--- src/rtl/gfx_acc_pkg.sv ---
package gfx_acc_pkg;

    // kind of host access seen in a cycle
    typedef enum logic [1:0] {
        ACC_NONE = 2'd0,
        ACC_WR   = 2'd1,
        ACC_RD   = 2'd2
    } acc_kind_t;

    // stepping mode, loaded as ld_val[2:0]
    typedef struct packed {
        logic wr_only;   // bit 2: count writes only
        logic y_step;    // bit 1
        logic x_step;    // bit 0
    } step_mode_t;

    localparam int LD_W   = 4;  // width of the decoder load value
    localparam int YLO_W  = 4;  // width of the staged Y low part

endpackage

--- src/rtl/gfx_addr_ctr.sv ---
module gfx_addr_ctr
    import gfx_acc_pkg::*;
#(
    parameter int XW        = 4,
    parameter int YW        = 7,
    parameter int MAIN_ROWS = 64,
    parameter int AUX_ROWS  = 3
) (
    input  logic            clk,
    input  logic            rst,
    input  logic            ld_x,
    input  logic            ld_ylo,
    input  logic            ld_yhi,
    input  logic            ld_mode,
    input  logic [LD_W-1:0] ld_val,
    input  acc_kind_t       acc,
    output logic [XW-1:0]   x_cnt,
    output logic [YW-1:0]   y_cnt,
    output logic            in_rng
);

    localparam int YHW = YW - YLO_W;
    localparam logic [XW-1:0] X_LAST      = '1;
    localparam logic [YW-1:0] Y_MAIN_LAST = YW'(MAIN_ROWS - 1);
    localparam logic [YW-1:0] Y_AUX_FIRST = YW'(MAIN_ROWS);
    localparam logic [YW-1:0] Y_LAST      = YW'(MAIN_ROWS + AUX_ROWS - 1);

    logic [XW-1:0]    x_q;
    logic [YW-1:0]    y_q;
    logic [YLO_W-1:0] ylo_stage_q;
    step_mode_t       mode_q;
    logic             armed_q;

    logic          any_ld;
    logic          counted;
    logic          do_step;
    logic          x_wrap;
    logic [YW-1:0] y_next;

    assign any_ld  = ld_x | ld_ylo | ld_yhi | ld_mode;
    assign in_rng  = (y_q <= Y_LAST);
    assign counted = (acc == ACC_WR) || ((acc == ACC_RD) && !mode_q.wr_only);
    assign do_step = armed_q && in_rng && counted;
    assign x_wrap  = (x_q == X_LAST);

    always_comb begin
        if (y_q == Y_MAIN_LAST)
            y_next = '0;
        else if (y_q == Y_LAST)
            y_next = Y_AUX_FIRST;
        else
            y_next = y_q + 1'b1;
    end

    always_ff @(posedge clk) begin
        if (rst) begin
            x_q         <= '0;
            y_q         <= '0;
            ylo_stage_q <= '0;
            mode_q      <= '0;
            armed_q     <= 1'b1;
        end else begin
            if (do_step) begin
                if (mode_q.x_step)
                    x_q <= x_q + 1'b1;
                if (mode_q.y_step && (!mode_q.x_step || x_wrap))
                    y_q <= y_next;
            end
            if (ld_x) begin
                x_q     <= ld_val[XW-1:0];
                armed_q <= 1'b1;
            end
            if (ld_ylo)
                ylo_stage_q <= ld_val[YLO_W-1:0];
            if (ld_yhi) begin
                y_q     <= {ld_val[YHW-1:0], ylo_stage_q};
                armed_q <= 1'b1;
            end
            if (ld_mode) begin
                mode_q  <= step_mode_t'(ld_val[2:0]);
                armed_q <= 1'b0;
            end
        end
    end

    assign x_cnt = x_q;
    assign y_cnt = y_q;


    idle_mode_chk: assert property (@(posedge clk) disable iff (rst)
        (!any_ld && !mode_q.x_step && !mode_q.y_step) |=> ($stable(x_q) && $stable(y_q)));


    rd_no_count_chk: assert property (@(posedge clk) disable iff (rst)
        (acc == ACC_RD && mode_q.wr_only && !any_ld) |=> ($stable(x_q) && $stable(y_q)));


    disarmed_chk: assert property (@(posedge clk) disable iff (rst)
        (!armed_q && !ld_x && !ld_yhi) |=> ($stable(x_q) && $stable(y_q)));


    oor_frozen_chk: assert property (@(posedge clk) disable iff (rst)
        (!in_rng && !ld_x && !ld_yhi) |=> ($stable(x_q) && $stable(y_q)));


    y_stays_in_rng_chk: assert property (@(posedge clk) disable iff (rst)
        (in_rng && !ld_yhi) |=> in_rng);

endmodule

--- src/rtl/gfx_wr_hold.sv ---
module gfx_wr_hold #(
    parameter int DW = 8,
    parameter int AW = 11
) (
    input  logic          clk,
    input  logic          rst,
    input  logic          cap,
    input  logic          swap,
    input  logic [AW-1:0] addr,
    input  logic [DW-1:0] wdata,
    output logic          we,
    output logic [AW-1:0] we_addr,
    output logic [DW-1:0] we_data
);

    logic [DW-1:0] flipped;
    logic [DW-1:0] store_val;
    logic          vld_q;
    logic [AW-1:0] addr_q;
    logic [DW-1:0] data_q;

    for (genvar i = 0; i < DW; i++) begin : g_flip
        assign flipped[i] = wdata[DW-1-i];
    end

    assign store_val = swap ? flipped : wdata;

    always_ff @(posedge clk) begin
        if (rst) begin
            vld_q  <= 1'b0;
            addr_q <= '0;
            data_q <= '0;
        end else begin
            vld_q <= cap;
            if (cap) begin
                addr_q <= addr;
                data_q <= store_val;
            end
        end
    end

    assign we      = vld_q;
    assign we_addr = addr_q;
    assign we_data = data_q;


    single_commit_chk: assert property (@(posedge clk) disable iff (rst)
        (vld_q && !cap) |=> !vld_q);

endmodule

--- src/rtl/gfx_rd_latch.sv ---
module gfx_rd_latch #(
    parameter int DW = 8
) (
    input  logic          clk,
    input  logic          rst,
    input  logic          fetch,
    input  logic [DW-1:0] ram_rdata,
    output logic [DW-1:0] rdata
);

    logic          pend_q;
    logic [DW-1:0] latch_q;

    always_ff @(posedge clk) begin
        if (rst) begin
            pend_q  <= 1'b0;
            latch_q <= '0;
        end else begin
            pend_q <= fetch;
            if (pend_q)
                latch_q <= ram_rdata;
        end
    end

    assign rdata = latch_q;


    latch_load_chk: assert property (@(posedge clk) disable iff (rst)
        pend_q |=> (rdata == $past(ram_rdata)));


    latch_hold_chk: assert property (@(posedge clk) disable iff (rst)
        !pend_q |=> $stable(rdata));

endmodule

--- src/rtl/gfx_access_ctrl.sv ---
module gfx_access_ctrl
    import gfx_acc_pkg::*;
#(
    parameter int XW        = 4,
    parameter int YW        = 7,
    parameter int DW        = 8,
    parameter int MAIN_ROWS = 64,
    parameter int AUX_ROWS  = 3
) (
    input  logic            clk,
    input  logic            rst,
    input  logic            ld_x,
    input  logic            ld_ylo,
    input  logic            ld_yhi,
    input  logic            ld_mode,
    input  logic [LD_W-1:0] ld_val,
    input  logic            rev_cols,
    input  logic            swap_bits,
    input  logic            wr_stb,
    input  logic [DW-1:0]   wr_data,
    input  logic            rd_stb,
    output logic [DW-1:0]   rd_data,
    output logic [XW+YW-1:0] ram_addr,
    output logic            ram_we,
    output logic [DW-1:0]   ram_wdata,
    output logic            ram_re,
    input  logic [DW-1:0]   ram_rdata
);

    localparam int AW = XW + YW;
    localparam logic [XW-1:0] X_LAST = '1;

    acc_kind_t     acc;
    logic [XW-1:0] x_cnt;
    logic [YW-1:0] y_cnt;
    logic          in_rng;
    logic [XW-1:0] phys_x;
    logic [AW-1:0] cur_addr;
    logic          hold_we;
    logic [AW-1:0] hold_addr;
    logic [DW-1:0] hold_data;

    always_comb begin
        if (wr_stb)
            acc = ACC_WR;
        else if (rd_stb)
            acc = ACC_RD;
        else
            acc = ACC_NONE;
    end

    gfx_addr_ctr #(
        .XW        (XW),
        .YW        (YW),
        .MAIN_ROWS (MAIN_ROWS),
        .AUX_ROWS  (AUX_ROWS)
    ) u_ctr (
        .clk     (clk),
        .rst     (rst),
        .ld_x    (ld_x),
        .ld_ylo  (ld_ylo),
        .ld_yhi  (ld_yhi),
        .ld_mode (ld_mode),
        .ld_val  (ld_val),
        .acc     (acc),
        .x_cnt   (x_cnt),
        .y_cnt   (y_cnt),
        .in_rng  (in_rng)
    );

    assign phys_x   = rev_cols ? (X_LAST - x_cnt) : x_cnt;
    assign cur_addr = {y_cnt, phys_x};

    gfx_wr_hold #(
        .DW (DW),
        .AW (AW)
    ) u_wr (
        .clk     (clk),
        .rst     (rst),
        .cap     (wr_stb & in_rng),
        .swap    (swap_bits),
        .addr    (cur_addr),
        .wdata   (wr_data),
        .we      (hold_we),
        .we_addr (hold_addr),
        .we_data (hold_data)
    );

    assign ram_re    = rd_stb & ~wr_stb & in_rng;
    assign ram_we    = hold_we;
    assign ram_wdata = hold_data;
    assign ram_addr  = hold_we ? hold_addr : cur_addr;

    gfx_rd_latch #(
        .DW (DW)
    ) u_rd (
        .clk       (clk),
        .rst       (rst),
        .fetch     (ram_re),
        .ram_rdata (ram_rdata),
        .rdata     (rd_data)
    );


    strobe_gap_chk: assert property (@(posedge clk) disable iff (rst)
        (wr_stb || rd_stb) |=> !(wr_stb || rd_stb));


    strobe_excl_chk: assert property (@(posedge clk) disable iff (rst)
        !(wr_stb && rd_stb));


    port_excl_chk: assert property (@(posedge clk) disable iff (rst)
        !(ram_we && ram_re));


    wr_commit_chk: assert property (@(posedge clk) disable iff (rst)
        (wr_stb && in_rng) |=> (ram_we && ram_addr == $past(cur_addr)));


    oor_drop_chk: assert property (@(posedge clk) disable iff (rst)
        (wr_stb && !in_rng) |=> !ram_we);

endmodule

--- config.mk ---
export PLATFORM = sky130hd
export DESIGN_NAME = gfx_access_ctrl
export DESIGN_NICKNAME = d
export VERILOG_FILES = /design/src/rtl/gfx_acc_pkg.sv /design/src/rtl/gfx_addr_ctr.sv /design/src/rtl/gfx_wr_hold.sv /design/src/rtl/gfx_rd_latch.sv /design/src/rtl/gfx_access_ctrl.sv
export SDC_FILE = /design/constraint.sdc
export NUM_CORES = 1
export LEC_CHECK = 0
export ABC_AREA = 0
export BUFFER_PORTS_ARGS = -buffer_cell sky130_fd_sc_hd__clkbuf_2
export CAP_MARGIN = 10
export CORE_MARGIN = 10
export CORE_UTILIZATION = 33
export DETAILED_ROUTE_END_ITERATION = 6
export MAX_ROUTING_LAYER = met4
export PLACE_DENSITY = 0.56
export SYNTH_ARGS = -nofsm -noshare
export SYNTH_HDL_FRONTEND = slang
export SYNTH_SLANG_ARGS = --single-unit
--- constraint.sdc ---
create_clock -name clk -period 2.2 [get_ports clk]
set_input_delay 0.44 -clock clk [delete_from_list [all_inputs] [get_ports clk]]
set_output_delay 0.44 -clock clk [all_outputs]
set_load 0.01 [all_outputs]
; Word-level counts from Yosys, hierarchy flattened
; Cells that the tools add are included.
[totals]
reg_bits = 48
inputBits = 30
out_inout_bits = 29
wordCells = 56
[classes]
add_sub_neg = 3
order_cmp = 1
eq_ne = 5
mux = 16
bitwise_logic = 4
n_reduce_logical = 15
[op_table]
columns = op, count
row1 = $mux 7, 5
row2 = $mux 4, 4
row3 = $mux 11, 1
row4 = $mux 8, 1
row5 = $reduce_bool 2->1, 4
row6 = $add 7x1->7 const B, 1
row7 = $eq 7x6->1 const B, 1
row8 = $eq 7x7->1 const B, 1
row9 = $le 7x7->1 const B, 1
row10 = $add 4x1->4 const B, 1
row11 = $eq 4x4->1 const B, 1
row12 = $logic_and 1x1->1, 4
row13 = $mux 2, 2
row14 = $reduce_and 2->1, 2
row15 = $sub 4x4->4 const A, 1
row16 = $and 1x1->1, 3
row17 = $mux 1, 3
row18 = $reduce_bool 3->1, 1
row19 = $eq 2x1->1 const B, 1
row20 = $eq 2x2->1 const B, 1
row21 = $logic_not 1->1, 2
row22 = $logic_or 1x1->1, 2
row23 = $not 1->1, 1

; Depth between registers and ports, before layout
; Gate-level depths: netlist (run 1).
[depth]
ltp_word = 8
ltp_mapped = 8
depth_no_buf = 7

; By module
; Synthesis (run 1) repeated with hierarchy kept, for this count alone.
[unflattened]
hier_cells = 234
hier_area_um2 = 2289.7
[by_module_without_submodules]
columns = mod, n_inst, cells_each, area_each_um2
row1 = gfx_addr_ctr, 1, 114, 1003.5
row2 = gfx_wr_hold, 1, 73, 788.3
row3 = gfx_rd_latch, 1, 28, 312.8
row4 = gfx_access_ctrl, 1, 19, 185.2

; Worst setup path before layout (run 1)
; Ideal clock, no wire load.
[synth_timing]
kind = register to register
startpoint = register u_ctr.y_q[0], in the netlist u_ctr.y_cnt[0]
endpoint = register u_ctr.y_q[3], in the netlist u_ctr.y_cnt[3]
t_arrival_ps = 1713
required_ps = 2081
path_slack_ps = 369
path_stages_with_launch = 8
period_less_slack_ps = 1831
path_cell_list = dfxtp_1 inv_1 ha_1 nand2b_1 a21bo_2 a21oi_1 a21oi_1 o221a_2
[synth_between]
elab_chain_len = 6
elab_cells_between_ends = 13
[synth_lines]
columns = item, line_no
row1 = from (decl), gfx_addr_ctr.sv:29  ; logic [YW-1:0] y_q;
row2 = from (signal assigned), gfx_addr_ctr.sv:67  ; y_q <= y_next;
row3 = from (signal assigned), gfx_addr_ctr.sv:76  ; y_q <= {ld_val[YHW-1:0], ylo_stage_q};
row4 = $add 7x1->7 or $eq 7x7->1 (tied branches), "gfx_addr_ctr.sv:52, gfx_addr_ctr.sv:49"
row5 = $mux 7, gfx_addr_ctr.sv:49  ; else if (y_q == Y_LAST)
row6 = $mux 7, gfx_addr_ctr.sv:47  ; if (y_q == Y_MAIN_LAST)
row7 = $mux 7, gfx_addr_ctr.sv:66  ; if (mode_q.y_step && (!mode_q.x_step || x_wrap))
row8 = $mux 7, gfx_addr_ctr.sv:63  ; if (do_step) begin
row9 = $mux 7, gfx_addr_ctr.sv:75  ; if (ld_yhi) begin
; Parallel ways exist; a longest one is shown, timed or not. The select of a mux whose other input is x is not followed.
; A chain may end at the register's enable or synchronous reset.

; Worst setup path in the final report (run 1)
[layout_timing]
startpoint = register u_ctr.y_q[0], in the netlist u_ctr.y_cnt[0]
endpoint = output port ram_re
[layout_between]
elab_chain_len = 2
[layout_lines]
columns = item, line_no
row1 = $le 7x7->1, gfx_addr_ctr.sv:41  ; assign in_rng = (y_q <= Y_LAST);
row2 = $and 1x1->1, gfx_access_ctrl.sv:89  ; assign ram_re = rd_stb & ~wr_stb & in_rng;
row3 = to (decl), gfx_access_ctrl.sv:26  ; output logic ram_re,
; Every way passes these cells.

==> flow_metrics.env, run 1 <==
export IMPL_status="completed"
export IMPL_die_area_mm2=0.0105
export IMPL_finalCriticalPeriod_ns=2.09
export IMPL_grt_max_degree=27
export IMPL_ys_ff_latch=48
export IMPL_post_route_cell_area_mm2=0.00278
export IMPL_criticalPathCategory="reg -> out"
export IMPL_firstDrtPassIters=5
export IMPL_yosys_cell_types_count=43
export IMPL_ant_nets=0
export IMPL_slowest_delay_ns=0.38
export IMPL_die_h_um=103
export IMPL_place_area_mm2=0.00266
export IMPL_grt_overflow_total=0
export IMPL_worstSetupEndpointType="primary output"
export IMPL_dp_hpwl_um=4430
export IMPL_post_route_cells_drive_above_1_share_pct=32.3
export IMPL_clk_latency_ns=0.30
export IMPL_synth_area_leader_cell="dfxtp_1"
export IMPL_clockBufferDepth=2
export IMPL_synthToLayoutAreaGrowth_pct=23.3
export IMPL_hold_viol=0
export IMPL_worst_pin_slew_ns=0.568
export IMPL_vias=1930
export IMPL_netlist_top_cells_area="dfxtp_1 43%, mux2i_1 11%, nor2_1 7.0%, mux2_2 4.5%, a211oi_1 4.0%"
export IMPL_fill_cells=677
export IMPL_maxCapViolations=0
export IMPL_pre_cts_slack_ns=0.133
export IMPL_endpoint="ram_re"
export IMPL_crit_buf_inv=2
export IMPL_die_x_um=103
export IMPL_antenna_found_initial=0
export IMPL_critPathRequiredTime_ns=1.76
export IMPL_syn_avg_cell_area_um2=9.14
export IMPL_critical_path_max_fanout=6
export IMPL_r2r_start="u_ctr.x_cnt[0]$_SDFFE_PP0P_"
export IMPL_htree_num_levels=2
export IMPL_wl_per_cell_um=14.8
export IMPL_p_leak_nw=1.20
export IMPL_numCtsBuffers=5
export IMPL_cp_depth=6
export IMPL_rrSetupSlack_ns=0.30
export IMPL_gr_usage_all_layers_pct=11.3
export IMPL_cp_arrival_ns=1.65
export IMPL_cts_hold_buf=0
export IMPL_slew_violations=0
export IMPL_cellPowerDensity_mw_per_mm2=652
export IMPL_seq_area_frac_synth_pct=42.6
export IMPL_root_buffer="clkbuf_8"
export IMPL_clock_skew_ns=0.00824
export IMPL_fin_total_pwr_w=0.00182
export IMPL_post_route_period_util_pct=94.8
export IMPL_fin_setup_tns_ns=0
export IMPL_grt_pass1_wl_um=9270
export IMPL_io_pin_count=59
export IMPL_yosysWarningCount=0
export IMPL_avgViaCountPerCell=4.95
export IMPL_synth_top_area_share_pct=42.6
export IMPL_cts_tree="done"
export IMPL_fmax_mhz=479
export IMPL_finalSetupViolCount=0
export IMPL_fin_util_pct=41.4
export IMPL_cts_num_sinks=48
export IMPL_netlist_area_mm2=0.00226
export IMPL_start_kind="flip-flop"
export IMPL_syn_num_nets=280
export IMPL_drc_errors=0
export IMPL_rsz0062_at_grt="no"
export IMPL_finalWorstSetupSlack_ns=0.114
export IMPL_diodes=0
export IMPL_row_count=30
export IMPL_gp_routability_congestion=0.834
export IMPL_slowest_stage="dfxtp_4"
export IMPL_syn_instance_count=247
export IMPL_nets=342
export IMPL_crit_family="flip-flops"
export IMPL_first_iter_violations=45
export IMPL_wl_um=5770
export IMPL_peakVddDrop_v=0.000439
export IMPL_r2r_cells=6
export IMPL_regToRegEndpoint="u_ctr.y_cnt[0]$_SDFFE_PP0P_"
export IMPL_clkTransAtPathRegs_ns=0.09
export IMPL_core_area_mm2=0.00672
export IMPL_crit_start="u_ctr.y_cnt[0]$_SDFFE_PP0P_"
export IMPL_grt_pass1_vias=1917
export IMPL_max_slew_margin_pct=62.0
export IMPL_hold_class="in -> reg"
export IMPL_crit_chain="inv_1, ha_2, nand2b_4, a21bo_4, and3_2, clkbuf_2"
export IMPL_portBuffers=58
export IMPL_start_util_pct=33.6
synth_stat cells (all sizes together):
cell type / instances
dfxtp: 48
nor2: 43
mux2i: 25
nand2: 22
a211oi: 13
a21oi: 13
clkbuf: 10
mux2: 9
nor3: 9
nand3: 7
inv: 6
o21ai: 4
xor2: 4
buf: 3
ha: 3
nor4: 3
a221oi: 2
and2: 2
and3: 2
and4: 2
nand2b: 2
o31ai: 2
o32ai: 2
xnor2: 2
a21bo: 1
a21boi: 1
a311oi: 1
a31oi: 1
nor4b: 1
o2111ai: 1
o221a: 1
or2: 1
or3: 1
placed cells by master (no fill, tap or decap), types with 2 or more instances in the layout:
cell type and instances:
mux2i_1 25, nor3_1 8, a211oi_1 12, nand2_1 21
clkbuf_8 6, and2_1 2, xor2_1 4, buf_4 10
o31ai_1 2, ha_1 2, nand3_1 7, and3_2 2
mux2_2 9, a21oi_1 13, o21ai_0 4, nor2_1 42
clkbuf_2 58, inv_1 6, clkbuf_1 2, dfxtp_1 47
o32ai_1 2, xnor2_1 2
cell families after synthesis:
| family | Yosys count | share of synthesized area (%) |
|---|---|---|
| mux | 34 | 15.6 |
| fa+ha+maj | 3 | 1.66 |
| xor+xnor | 6 | 2.33 |
| compound gates | 42 | 14.1 |
| buf+inv | 19 | 3.38 |
| simple gates | 95 | 20.4 |
| flops | 48 | 42.6 |
area by class of cell:
| cell class | count | area [µm²] | area share, % |
|---|---|---|---|
| clock buffers | 8 | 90.1 | 3.24 |
| inverters | 6 | 22.5 | 0.809 |
| multi-input cells | 180 | 1240 | 44.6 |
| flip-flops and latches | 48 | 965 | 34.7 |
| well taps | 80 | 100 | 3.60 |
| repair buffers | 68 | 365 | 13.1 |
worst min path at each step:
stage | start | cells after the start | slack [ns] | endpoint
6_report | ram_rdata[2] | 3 | 0.37 | u_rd.rdata[2]$_SDFFE_PP0P_
5_1_grt | ram_rdata[6] | 3 | 0.39 | u_rd.rdata[6]$_SDFFE_PP0P_
4_1_cts | ram_rdata[2] | 3 | 0.36 | u_rd.rdata[2]$_SDFFE_PP0P_
3_5_place_dp | u_wr.we_addr[8]$_SDFFE_PP0P_ | 2 | 0.45 | u_wr.we_addr[8]$_SDFFE_PP0P_
3_3_place_gp | u_wr.we_addr[9]$_SDFFE_PP0P_ | 2 | 0.44 | u_wr.we_addr[9]$_SDFFE_PP0P_
2_1_floorplan | u_wr.we_addr[10]$_SDFFE_PP0P_ | 2 | 0.43 | u_wr.we_addr[10]$_SDFFE_PP0P_
registers in the layout (all words and copies together) (netlist names):
| signal | count |
|---|---|
| u_rd.pend_q | 1 |
| u_wr.we | 1 |
| u_wr.we_addr | 11 |
| u_ctr.ylo_stage_q | 4 |
| u_ctr.y_cnt | 7 |
| u_rd.rdata | 8 |
| u_ctr.x_cnt | 4 |
| u_wr.we_data | 8 |
| u_ctr.armed_q | 1 |
| u_ctr.mode_q | 3 |
stage by stage:
step | hold WS [ns] | cells
2_1_floorplan | 0.431 | 247
4_1_cts | 0.365 | 389
5_1_grt | 0.389 | 390
3_5_place_dp | 0.447 | 381
3_3_place_gp | 0.438 | 381
6_report | 0.374 | 390
worst register-to-register path, stage by stage (launching register included):
cell	delay (ns)
dfxtp_1	0.41
ha_1	0.21
nand3_1	0.14
a221oi_4	0.33
nand2_2	0.13
or3_1	0.37
a311oi_2	0.23
what timing repair did:
item                       CTS  global route
buffers inserted             0             1
setup endpoints to repair    1             5
gates cloned                 0             0
gates resized for setup      3             3
power breakdown:
| part | total, W | internal [W] | switching (W) |
|---|---|---|---|
| Clock | 0.000536 | 0.000257 | 0.000279 |
| Combinational | 0.000321 | 0.000144 | 0.000177 |
| Sequential | 0.000958 | 0.000919 | 0.0000391 |
| Total | 0.00182 | 0.00132 | 0.000495 |
layer usage:
| metal | vias up | wire (µm) | GRT usage (%) |
|---|---|---|---|
| li1 | 994 | - | - |
| met1 | 869 | 2900 | 14.7 |
| met2 | 62 | 2360 | 16.6 |
| met3 | 5 | 464 | 3.35 |
| met4 | 0 | 46 | 3.25 |
| met5 | - | 0 | - |
Power figures use the tool's default switching activity.
==> inputs of run 2 (changes only) <==
- ABC_AREA: 0 -> 1
- PLACE_DENSITY: 0.56 -> 0.55
==> flow_metrics.env, run 2 <==
export IMPL_synth_ff_type="dfxtp_1"
export IMPL_place_area_mm2=0.00286
export IMPL_first_iter_violations=50
export IMPL_largest_reg_flops=11
export IMPL_cts_num_sinks=48
export IMPL_yosysMostFrequentCell="nor2_1"
export IMPL_syn_avg_cell_area_um2=7.51
export IMPL_ant_nets=0
export IMPL_rsz0062_at_grt="no"
export IMPL_synth_edf_count=0
export IMPL_crit_family="simple AND/OR/NAND/NOR gates"
export IMPL_status="completed"
export IMPL_diodes=0
export IMPL_htree_num_levels=2
export IMPL_fmax_mhz=506
export IMPL_maxCapViolations=0
export IMPL_synth_top_area_share_pct=38.2
export IMPL_pre_cts_slack_ns=0.370
export IMPL_start_util_pct=34.3
export IMPL_fin_setup_tns_ns=0
export IMPL_yosysWarningCount=0
export IMPL_finalSetupViolCount=0
export IMPL_fill_cells=781
export IMPL_hold_viol=0
export IMPL_syn_instance_count=335
export IMPL_start_kind="flip-flop"
export IMPL_peakVddDrop_v=0.000245
export IMPL_clock_skew_ns=0.0124
export IMPL_dp_hpwl_um=4790
export IMPL_syn_num_nets=368
export IMPL_antenna_found_initial=0
export IMPL_numCtsBuffers=5
export IMPL_clockBufferDepth=2
export IMPL_die_area_mm2=0.0115
export IMPL_ys_top_cells_by_count="57 x nor2_1, 51 x nand2_1, 48 x dfxtp_1"
export IMPL_most_common_layout_cells="58 x clkbuf_2, 57 x nor2_1, 51 x nand2_1"
export IMPL_synth_area_leader_cell="dfxtp_1"
export IMPL_max_slew_margin_pct=73.3
export IMPL_crit_chain="inv_1, ha_1, nand2_2, nand2_2, nand2_4, nand2_8, nand3_1, inv_1, clkbuf_2"
export IMPL_worst_pin_slew_ns=0.400
export IMPL_holdWs_ns=0.364
export IMPL_ys_ff_latch=48
export IMPL_grt_max_degree=36
export IMPL_gp_routability_congestion=0.793
export IMPL_slowest_stage="dfxtp_2"
export IMPL_crit_buf_inv=3
export IMPL_firstDrtPassIters=4
export IMPL_seq_area_frac_synth_pct=38.2
export IMPL_final_common_cell="clkbuf_2"
export IMPL_die_h_um=107
export IMPL_die_x_um=107
export IMPL_clkTransAtPathRegs_ns=0.09
export IMPL_gr_usage_all_layers_pct=11.4
export IMPL_nets=426
export IMPL_grt_pass1_wl_um=10700
export IMPL_drc_errors=0
export IMPL_io_pin_count=59
export IMPL_wl_per_cell_um=12.8
export IMPL_post_route_cell_area_mm2=0.00298
export IMPL_finalCriticalPeriod_ns=1.98
export IMPL_slew_violations=0
export IMPL_worstSetupEndpointType="primary output"
export IMPL_cellPowerDensity_mw_per_mm2=672
export IMPL_cp_arrival_ns=1.54
export IMPL_hold_class="in -> reg"
export IMPL_netlist_top_cells_area="dfxtp_1 38%, nor2_1 8.5%, nand2_1 7.6%, o21ai_0 7.2%, a21oi_1 4.6%"
export IMPL_row_count=31
export IMPL_grt_overflow_total=0
export IMPL_portBuffers=58
export IMPL_grt_pass1_vias=2280
export IMPL_cts_hold_buf=0
export IMPL_post_route_period_util_pct=89.9
export IMPL_vias=2270
export IMPL_cts_tree="done"
export IMPL_netlist_area_mm2=0.00251
export IMPL_criticalPathCategory="reg -> out"
export IMPL_yosys_cell_types_count=32
export IMPL_fin_util_pct=40.7
export IMPL_post_route_cells_drive_above_1_share_pct=31.0
export IMPL_critical_path_max_fanout=6
export IMPL_wl_um=6310
export IMPL_async_flop_share_pct=0
export IMPL_critPathRequiredTime_ns=1.76
export IMPL_finalWorstSetupSlack_ns=0.223
export IMPL_core_area_mm2=0.00733
export IMPL_slowest_delay_ns=0.37
export IMPL_synthToLayoutAreaGrowth_pct=18.7
export IMPL_p_leak_nw=1.36
export IMPL_root_buffer="clkbuf_8"
export IMPL_clk_latency_ns=0.30
export IMPL_avgViaCountPerCell=4.60
-- run 2: cell count changes after synthesis, moves of 11 or more --
cell	before	now
nor2_1	42	57
o21ai_0	4	36
nand2_1	21	51
inv_1	6	19
nand2_2	1	12
nand3_1	7	23
mux2i_1	25	0
a211oi_1	12	0
-- run 2: metrics by stage --
| step | instances | total power [W] |
|---|---|---|
| detailed placement | 481 | 0.00146 |
| CTS | 489 | 0.00202 |
| finish | 493 | 0.00201 |
| global route | 493 | 0.00213 |
| global placement | 481 | 0.00146 |
| floorplan | 335 | 0.00133 |
-- run 2: path summary, 6_finish.rpt --
path	start	end	slack [ns]	depth (start not counted)
max	u_ctr.y_cnt[0]$_SDFFE_PP0P_	ram_re	0.22	9
min	ram_rdata[2]	u_rd.rdata[2]$_SDFFE_PP0P_	0.36	3
max reg2reg	u_ctr.y_cnt[0]$_SDFFE_PP0P_	u_wr.we_addr[3]$_SDFFE_PP0P_	0.52	10
min reg2reg	u_wr.we_addr[1]$_SDFFE_PP0P_	u_wr.we_addr[1]$_SDFFE_PP0P_	0.46	2
-- run 2: layout make-up --
| type | instances | area, µm² | area share [%] |
|---|---|---|---|
| Sequential cell | 48 | 962 | 32.2 |
| Multi-Input combinational cell | 249 | 1360 | 45.7 |
| Timing Repair Buffer | 66 | 350 | 11.7 |
| Clock inverter | 2 | 15.0 | 0.503 |
| Inverter | 23 | 86.3 | 2.89 |
| Clock buffer | 6 | 82.6 | 2.77 |
| Tap cell | 99 | 124 | 4.15 |
-- run 2: kinds of logic after synthesis --
| family | synth area share (%) |
|---|---|
| compound gates | 17.8 |
| xor+xnor | 2.09 |
| fa+ha+maj | 1.49 |
| buf+inv | 7.56 |
| flops | 38.2 |
| mux | 3.58 |
| simple gates | 29.3 |
-- run 2: repair_timing --
action,in CTS,in global routing
gates resized for setup,0,1
buffers inserted,0,4
endpoints found under the setup margin,0,1
-- run 2: tightest hold or removal path, cell delays in order --
cell and delay [ns]:
clkbuf_2 0.08, nor2_1 0.03, nor2_1 0.08
-- run 2: report_power, final --
group	total (W)	switching, W	internal (W)
registers	0.000993	0.0000559	0.000937
logic	0.000458	0.000274	0.000184
clock network	0.000556	0.000301	0.000255
-- run 2: layer usage --
| metal | wire length (µm) | track usage [%] | part of all wire [%] |
|---|---|---|---|
| met5 | 0 | - | 0 |
| met3 | 432 | 4.07 | 6.8 |
| met1 | 3260 | 14.4 | 52 |
| met4 | 31 | 2.61 | 0.49 |
| met2 | 2590 | 17.1 | 41 |
==> inputs of run 3 (changes only) <==
- CORE_ASPECT_RATIO: unset -> 1.5
- CORE_MARGIN: 10 -> 1
==> flow_metrics.env, run 3 (synthesis results as in run 2) <==
export IMPL_grt_pass1_wl_um=10400
export IMPL_slowest_stage="dfxtp_2"
export IMPL_rsz0062_at_grt="no"
export IMPL_gp_routability_congestion=0.824
export IMPL_die_h_um=109
export IMPL_fin_setup_tns_ns=0
export IMPL_grt_pass1_vias=2190
export IMPL_gr_usage_all_layers_pct=17.2
export IMPL_p_leak_nw=1.35
export IMPL_finalCriticalPeriod_ns=2.08
export IMPL_final_common_cell="clkbuf_2"
export IMPL_slew_violations=0
export IMPL_worst_pin_slew_ns=0.376
export IMPL_clockBufferDepth=2
export IMPL_cp_arrival_ns=1.64
export IMPL_die_area_mm2=0.00798
export IMPL_avgViaCountPerCell=4.67
export IMPL_post_route_period_util_pct=94.6
export IMPL_crit_chain="inv_1, ha_1, nand2_2, nand2_2, nand2_4, nand2_8, nand3_1, inv_1, clkbuf_2"
export IMPL_hold_viol=0
export IMPL_clk_latency_ns=0.30
export IMPL_max_slew_margin_pct=74.9
export IMPL_most_common_layout_cells="58 x clkbuf_2, 57 x nor2_1, 51 x nand2_1"
export IMPL_regToRegEndpoint="u_ctr.y_cnt[2]$_SDFFE_PP0P_"
export IMPL_vias=2291
export IMPL_diodes=0
export IMPL_criticalPathCategory="reg -> out"
export IMPL_wl_um=5920
export IMPL_cts_num_sinks=48
export IMPL_portBuffers=58
export IMPL_maxCapViolations=0
export IMPL_io_pin_count=59
export IMPL_peakVddDrop_v=0.000362
export IMPL_critical_path_max_fanout=19
export IMPL_firstDrtPassIters=4
export IMPL_status="completed"
export IMPL_rrSetupSlack_ns=0.63
export IMPL_crit_start="u_ctr.y_cnt[0]$_SDFFE_PP0P_"
export IMPL_fmax_mhz=481
export IMPL_fin_util_pct=40.4
export IMPL_drc_errors=0
export IMPL_wl_per_cell_um=12.1
export IMPL_root_buffer="clkbuf_8"
export IMPL_finalSetupViolCount=0
export IMPL_slowest_delay_ns=0.37
export IMPL_htree_num_levels=2
export IMPL_cellPowerDensity_mw_per_mm2=671
export IMPL_die_x_um=73.3
export IMPL_nets=423
export IMPL_dp_hpwl_um=4560
export IMPL_hold_class="in -> reg"
export IMPL_synthToLayoutAreaGrowth_pct=17.7
export IMPL_clkTransAtPathRegs_ns=0.09
export IMPL_start_util_pct=34.3
export IMPL_antenna_found_initial=0
export IMPL_core_area_mm2=0.00732
export IMPL_grt_max_degree=25
export IMPL_ant_nets=0
export IMPL_critPathRequiredTime_ns=1.76
export IMPL_clock_skew_ns=0.00280
export IMPL_cts_tree="done"
export IMPL_row_count=38
export IMPL_first_iter_violations=78
export IMPL_largest_reg_flops=11
export IMPL_post_route_cells_drive_above_1_share_pct=30.2
export IMPL_start_kind="flip-flop"
export IMPL_r2r_start="u_ctr.y_cnt[0]$_SDFFE_PP0P_"
export IMPL_worstSetupEndpointType="primary output"
export IMPL_r2r_cells=11
export IMPL_endpoint="ram_re"
export IMPL_numCtsBuffers=5
export IMPL_grt_overflow_total=0
run 3: changes by cell type in the layout (fill, tap and decap cells not counted):
cell / previous run / this run
buf_4: 8 / 5
clkbuf_1: 0 / 1
clkinvlp_4: 2 / 1
run 3: cell type report:
cell class                      count  area [µm²]
Clock inverter                      1        7.51
Fill cell                         812        4360
Multi-Input combinational cell    249        1360
Tap cell                          100         125
Clock buffer                        7        86.3
Inverter                           23        86.3
Sequential cell                    48         962
Timing Repair Buffer               63         328
run 3: layer usage:
layer | vias up | wire [µm] | GRT usage [%]
met5 | - | 0 | -
met1 | 1030 | 2530 | 19.5
met4 | 0 | 80 | 6.44
met3 | 6 | 251 | 2.50
li1 | 1198 | - | -
met2 | 57 | 3060 | 30.0
run 3: power by group:
part / leakage (nW) / internal (W) / switching [W]
clock network: 0.0445 / 0.000256 / 0.000294
registers: 0.397 / 0.000937 / 0.0000584
logic: 0.912 / 0.000176 / 0.000266
run 3: repair_timing:
item	CTS	global route
setup buffers	0	0
hold endpoints to repair	0	0
hold buffers	0	0
gates resized for setup	0	1
endpoints found under the setup margin	0	1
run 3: worst min path at each step:
stage | from | to | slack, ns | depth (start not counted)
6_report | ram_rdata[5] | u_rd.rdata[5]$_SDFFE_PP0P_ | 0.36 | 3
5_1_grt | ram_rdata[4] | u_rd.rdata[4]$_SDFFE_PP0P_ | 0.36 | 3
4_1_cts | ram_rdata[1] | u_rd.rdata[1]$_SDFFE_PP0P_ | 0.35 | 3
3_5_place_dp | u_wr.we_addr[2]$_SDFFE_PP0P_ | u_wr.we_addr[2]$_SDFFE_PP0P_ | 0.44 | 2
3_3_place_gp | u_wr.we_addr[0]$_SDFFE_PP0P_ | u_wr.we_addr[0]$_SDFFE_PP0P_ | 0.44 | 2
2_1_floorplan | u_wr.we_addr[0]$_SDFFE_PP0P_ | u_wr.we_addr[0]$_SDFFE_PP0P_ | 0.43 | 2
run 3: stage by stage:
step	total power (W)	hold WS (ns)	instances	area [µm²]	setup slack, ns
6_report	0.00199	0.359	491	2960	0.119
5_1_grt	0.00212	0.363	491	2960	0.0321
4_1_cts	0.00202	0.353	491	2960	0.0578
3_5_place_dp	0.00146	0.443	483	2860	0.404
3_3_place_gp	0.00146	0.438	483	2860	0.441
2_1_floorplan	0.00133	0.429	335	2510	0.508
run 3: worst max-delay path: cells and delay by family, from the launching register on:
family	cells	cell delay, ns
buffers and inverters	3	0.26
and+or+nand+nor	5	0.50
DFF	1	0.37
adders and majority gates	1	0.21
